$ cat src/rtl/lcd_drv_pkg.sv
package lcd_drv_pkg;

    localparam int unsigned CH_OUTS = 20;
    localparam int unsigned NUM_CH  = 2;

    typedef enum logic {
        DIR_RL = 1'b0,
        DIR_LR = 1'b1
    } shift_dir_e;

    // strobe vector bit positions
    localparam int unsigned STB_SHIFT = 0;
    localparam int unsigned STB_LATCH = 1;
    localparam int unsigned STB_W     = 2;

    typedef struct packed {
        logic shift;
        logic load;
        logic pol_inv;
    } ch_ctl_t;

    typedef struct packed {
        logic pair_sel;
        logic pol;
    } lvl_code_t;

    function automatic lvl_code_t encode_level(logic sel_bit, logic pol);
        lvl_code_t c;
        c.pair_sel = sel_bit;
        c.pol      = pol;
        return c;
    endfunction

endpackage

$ cat src/rtl/lcd_edge_det.sv
module lcd_edge_det #(
    parameter int unsigned W = 2
) (
    input  logic         clk,
    input  logic         rst,
    input  logic [W-1:0] sig_i,
    output logic [W-1:0] rise_o,
    output logic [W-1:0] fall_o
);
    logic [W-1:0] prev_q;

    // reset loads the live level so a strobe held high gives no false edge
    always_ff @(posedge clk) begin
        if (rst) prev_q <= sig_i;
        else     prev_q <= sig_i;
    end

    assign rise_o = sig_i & ~prev_q;
    assign fall_o = ~sig_i & prev_q;

endmodule

$ cat src/rtl/lcd_shift_reg.sv
module lcd_shift_reg
    import lcd_drv_pkg::*;
#(
    parameter int unsigned N = CH_OUTS
) (
    input  logic         clk,
    input  logic         rst,
    input  logic         step_i,
    input  logic         dir_i,
    input  logic         left_i,
    input  logic         right_i,
    output logic [N-1:0] q_o,
    output logic         left_o,
    output logic         right_o,
    output logic         left_oe_o,
    output logic         right_oe_o
);
    logic [N-1:0] q;

    always_ff @(posedge clk) begin
        if (rst) begin
            q <= '0;
        end else if (step_i) begin
            if (dir_i == DIR_LR) q <= {q[N-2:0], left_i};
            else                 q <= {right_i, q[N-1:1]};
        end
    end

    assign q_o        = q;
    assign left_o     = q[0];
    assign right_o    = q[N-1];
    assign right_oe_o = (dir_i == DIR_LR);
    assign left_oe_o  = (dir_i != DIR_LR);

    p_reset_clear_r1: assert property (@(posedge clk) rst |=> (q == '0))
        else $error("shift register not cleared by reset");

    p_shift_lr_r2: assert property (@(posedge clk) disable iff (rst)
        (step_i && dir_i == DIR_LR) |=> (q == {$past(q[N-2:0]), $past(left_i)}))
        else $error("left-to-right shift wrong");

    p_shift_rl_r2: assert property (@(posedge clk) disable iff (rst)
        (step_i && dir_i == DIR_RL) |=> (q == {$past(right_i), $past(q[N-1:1])}))
        else $error("right-to-left shift wrong");

    p_hold_r3: assert property (@(posedge clk) disable iff (rst)
        !step_i |=> $stable(q))
        else $error("shift register moved without a shift event");

endmodule

$ cat src/rtl/lcd_out_latch.sv
module lcd_out_latch
    import lcd_drv_pkg::*;
#(
    parameter int unsigned N = CH_OUTS
) (
    input  logic           clk,
    input  logic           rst,
    input  logic           load_i,
    input  logic [N-1:0]   d_i,
    input  logic           pol_i,
    output logic [N-1:0]   sel_o,
    output logic [2*N-1:0] code_o
);
    logic [N-1:0] lat_q;

    always_ff @(posedge clk) begin
        if (rst)         lat_q <= '0;
        else if (load_i) lat_q <= d_i;
    end

    assign sel_o = lat_q;

    for (genvar i = 0; i < N; i++) begin : g_enc
        lvl_code_t c;
        assign c              = encode_level(lat_q[i], pol_i);
        assign code_o[2*i+:2] = c;
    end

    p_load_r4: assert property (@(posedge clk) disable iff (rst)
        load_i |=> (lat_q == $past(d_i)))
        else $error("latch did not capture register");

    p_keep_r4: assert property (@(posedge clk) disable iff (rst)
        !load_i |=> $stable(lat_q))
        else $error("latch changed without a load event");

endmodule

$ cat src/rtl/lcd_serial_drv.sv
module lcd_serial_drv
    import lcd_drv_pkg::*;
#(
    parameter int unsigned N = CH_OUTS
) (
    input  logic           clk,
    input  logic           rst,
    input  logic           shift_clk_i,
    input  logic           latch_clk_i,
    input  logic           m_i,
    input  logic           bypass_i,
    input  logic [1:0]     dir_i,
    input  logic [1:0]     left_i,
    input  logic [1:0]     right_i,
    output logic [1:0]     left_o,
    output logic [1:0]     right_o,
    output logic [1:0]     left_oe_o,
    output logic [1:0]     right_oe_o,
    output logic [2*N-1:0] ch1_code_o,
    output logic [2*N-1:0] ch2_code_o
);
    logic [STB_W-1:0] stb, rise, fall;
    ch_ctl_t          ctl   [NUM_CH];
    logic [2*N-1:0]   codes [NUM_CH];
    logic [N-1:0]     sel   [NUM_CH];

    assign stb[STB_SHIFT] = shift_clk_i;
    assign stb[STB_LATCH] = latch_clk_i;

    lcd_edge_det #(.W(STB_W)) i_edges (
        .clk    (clk),
        .rst    (rst),
        .sig_i  (stb),
        .rise_o (rise),
        .fall_o (fall)
    );

    for (genvar c = 0; c < NUM_CH; c++) begin : g_ch
        logic [N-1:0] q;

        // channel 2 in bypass mode swaps strobes, uses rising edges, inverts M
        if (c == 1) begin : g_scan_cap
            always_comb begin
                if (bypass_i) begin
                    ctl[c].shift   = rise[STB_LATCH];
                    ctl[c].load    = rise[STB_SHIFT];
                    ctl[c].pol_inv = 1'b1;
                end else begin
                    ctl[c].shift   = fall[STB_SHIFT];
                    ctl[c].load    = fall[STB_LATCH];
                    ctl[c].pol_inv = 1'b0;
                end
            end
        end else begin : g_seg_only
            always_comb begin
                ctl[c].shift   = fall[STB_SHIFT];
                ctl[c].load    = fall[STB_LATCH];
                ctl[c].pol_inv = 1'b0;
            end
        end

        lcd_shift_reg #(.N(N)) i_sr (
            .clk        (clk),
            .rst        (rst),
            .step_i     (ctl[c].shift),
            .dir_i      (dir_i[c]),
            .left_i     (left_i[c]),
            .right_i    (right_i[c]),
            .q_o        (q),
            .left_o     (left_o[c]),
            .right_o    (right_o[c]),
            .left_oe_o  (left_oe_o[c]),
            .right_oe_o (right_oe_o[c])
        );

        lcd_out_latch #(.N(N)) i_lat (
            .clk    (clk),
            .rst    (rst),
            .load_i (ctl[c].load),
            .d_i    (q),
            .pol_i  (m_i ^ ctl[c].pol_inv),
            .sel_o  (sel[c]),
            .code_o (codes[c])
        );
    end

    assign ch1_code_o = codes[0];
    assign ch2_code_o = codes[1];

    p_byp_fall_ignored_r5: assert property (@(posedge clk) disable iff (rst)
        (bypass_i && fall[STB_SHIFT]) |=> $stable(sel[1]))
        else $error("channel 2 latched on a falling edge in bypass mode");

endmodule

$ cat config.mk
export PLATFORM = sky130hd
export DESIGN_NAME = lcd_serial_drv
export DESIGN_NICKNAME = d
export VERILOG_FILES = /design/src/rtl/lcd_drv_pkg.sv /design/src/rtl/lcd_edge_det.sv /design/src/rtl/lcd_shift_reg.sv /design/src/rtl/lcd_out_latch.sv /design/src/rtl/lcd_serial_drv.sv
export SDC_FILE = /design/constraint.sdc
export NUM_CORES = 1
export LEC_CHECK = 0
export CELL_PAD_IN_SITES_DETAIL_PLACEMENT = 1
export CELL_PAD_IN_SITES_GLOBAL_PLACEMENT = 1
export CORE_MARGIN = 2
export CORE_UTILIZATION = 34
export DETAILED_ROUTE_END_ITERATION = 6
export PLACE_DENSITY = 0.82
export SYNTH_ARGS = -nofsm -noshare
export SYNTH_HDL_FRONTEND = slang
export SYNTH_HIERARCHICAL = 1
export SYNTH_SLANG_ARGS = --single-unit
$ cat constraint.sdc
create_clock -name clk -period 2.6 [get_ports clk]
set_clock_uncertainty 0.1 [all_clocks]
set_input_delay 0.78 -clock clk [delete_from_list [all_inputs] [get_ports clk]]
set_output_delay 0.78 -clock clk [all_outputs]
set_load 0.05 [all_outputs]
==> reports/metrics.csv <==
stage;metric;value;unit
setup_path;worst reg2reg path depth;4;
pwr;Net Sw Frac;0.2822;
pwr;Pint;2.529;mW
die;IO Count;100;
clock_network;CTS Buf Count;9;
synthesis;synthesis warning total;6;
clock_network;clock latency on the worst-skew pair;0.35;ns
synthesis;Synthesized Nets;375;
grt;pin count of the biggest net entering global routing;81;
drt;1st-iter DRT viols;57;
clock_network;H-tree Lvls;3;
setup_path;Crit. Startpoint;bypass_i;
die;core area;10420;sq um
setup_path;WP data arrival;1.65;ns
sta;Fin. Hold Viols;0;
sta;Peak Freq;395.1;MHz
sta;slew margin rel.;0.5262;
pwr;Tot Pwr;3.523;mW
sta;worst-margin pin slew;0.7106;ns
grt;first-pass GRT wire length;14260;um
grt;initial antenna violation count;0;
sta;RSZ-0062 raised after global routing;no;
synthesis;mapped cell area;3675;sq um
min_path;Hold Path End;g_ch[1].i_lat/sel_o[9];
setup_path;Critical Path Source Type;primary input;
drt;wire per inst;16.01;um
clock_network;Clock Path Buffers;2;
min_path;hold path start;g_ch[1].i_lat/sel_o[9];
final_layout;Antenna Cells;0;
grt;global route overflow;0;
job;max cap viols;0;
clock_network;CTS sink count;82;
pwr;switching power;0.9943;mW
sta;period utilisation layout;0.9735;
pwr;maximum vdd drop;0.0002753;V
placement;detailed placement HPWL;5899;um
drt;first drt pass iteration count;4;
min_path;Hold WC Path Type;flip-flop to flip-flop;
synthesis;synthesized area per cell;10.12;sq um
clock_network;CTS tree;built;
die;area of the die;11660;sq um
drt;DR DRC count;0;
grt;vias in the first global route;2754;
pwr;combinational power share;0.243;
sta;Hold Slack;0.3970;ns
drt;routed vias;2642;
sta;Tmin final;2.531;ns
pwr;Sequential Power Share;0.390;
grt;Total GRT Usage;0.1559;
synthesis;Gate Count Post-Synth;363;
final_layout;area delta synth->final;41.51;%
outcome;status;finished clean;
setup_path;Required @ worst endpoint;1.72;ns
clock_network;Root Driver;clkbuf_8;
die;Die H;108.0;um
setup_path;WS Path Type;primary input to output pin;
die;Initial Util;0.3528;
placement;Placer Congestion;0.6838;
drt;via/cell ratio;4.743;
final_layout;Final #Nets;428;
die;Die X;108.0;um
setup_path;setup slack, reg-to-reg;0.86;ns
pwr;PD cells;677.6;nW/um^2
setup_path;Worst Setup End Kind;output pin;
setup_path;reg2reg end;g_ch[1].i_sr/q_o[4];
placement;PortBufs;99;
pwr;Static Leak;2.078;nW
setup_path;Worst R2R Start;i_edges/prev_q[1];
min_path;Min-Delay Path Depth;2;
pwr;Clk pwr share;0.367;
drt;final WL;8920;um
sta;max-slew violations;0;
final_layout;layout cells sized above 1;0.2019;
setup_path;crit-path max FO;5;
clock_network;clock-pin transition on the worst setup and hold timing paths;0.07;ns
sta;final setup vio count;0;
drt;DRT antenna net count;0;
die;row count;37;
[metal layers]
metal	share of wire	GRT usage	vias to the layer above
met5	0	0	-
met3	0.035	0.04461	9
li1	-	-	1301
met2	0.53	0.2839	55
met4	0.0098	0.03846	0
met1	0.42	0.1792	1277
[timing repair]
action	CTS	global route
pin swaps	1	1
endpoints found under the setup margin	38	10
gates resized for setup	7	1
hold buffers	0	0
setup buffers	3	0
gates cloned	2	0
[how the worst max path moves through the flow]
stage                     endpoint  slack [ns]
global placement    ch2_code_o[14]       -0.23
global route        ch2_code_o[12]        0.04
floorplan            ch2_code_o[0]        0.13
finish              ch2_code_o[12]        0.07
CTS                 ch2_code_o[32]       0.008
detailed placement  ch2_code_o[36]       -0.26
[registers in the layout, summed over array words and instances, names as in the netlist]
register,count
g_ch.i_lat/sel_o,40
g_ch.i_sr/q_o,40
i_edges/prev_q,2
[per-stage QoR]
step,worst slack [ns],area [sq um],util,setup TNS (ns),instances
3_5_place_dp,-0.2583,4846,0.4652,-9.933,536
4_1_cts,0.007905,5205,0.4997,0,557
5_1_grt,0.03590,5200,0.4992,0,557
6_report,0.06886,5200,0.4992,0,557
2_1_floorplan,0.1331,3682,-,0,363
3_3_place_gp,-0.2333,4846,0.4652,-7.929,536
[power by group through the flow]
stage | clock [mW] | sequential [mW] | combinational, mW
3_5_place_dp | 0 | 1.41 | 0.828
6_report | 1.29 | 1.38 | 0.855
3_3_place_gp | 0 | 1.40 | 0.804
2_1_floorplan | 0 | 1.46 | 0.489
4_1_cts | 1.33 | 1.38 | 0.864
5_1_grt | 1.38 | 1.38 | 0.897
[worst max-delay path, cell delays in order]
cell and delay (ns):
clkbuf_2 0.11, xor2_2 0.18, buf_4 0.14, buf_4 0.14
buf_16 0.14, buf_12 0.14
[cell type report]
class | count | area [sq um]
multi-input combinational | 207 | 1475
clock inverter | 5 | 150.1
clock buffer | 11 | 131.4
timing repair buffer | 114 | 1624
inverter | 2 | 7.507
sequential | 82 | 1642
fill | 1126 | 5216
tap | 136 | 170.2
[layout by cell type (no fill, tap or decap), drive strengths merged]
cell / instances
a211oi: 40
and2b: 4
buf: 60
bufbuf: 1
bufinv: 5
clkbuf: 12
clkdlybuf4s50: 52
dfxtp: 82
inv: 2
mux2: 2
mux2i: 80
nor2: 80
xor2: 1
Note: power is estimated with default switching activity, not from simulation.
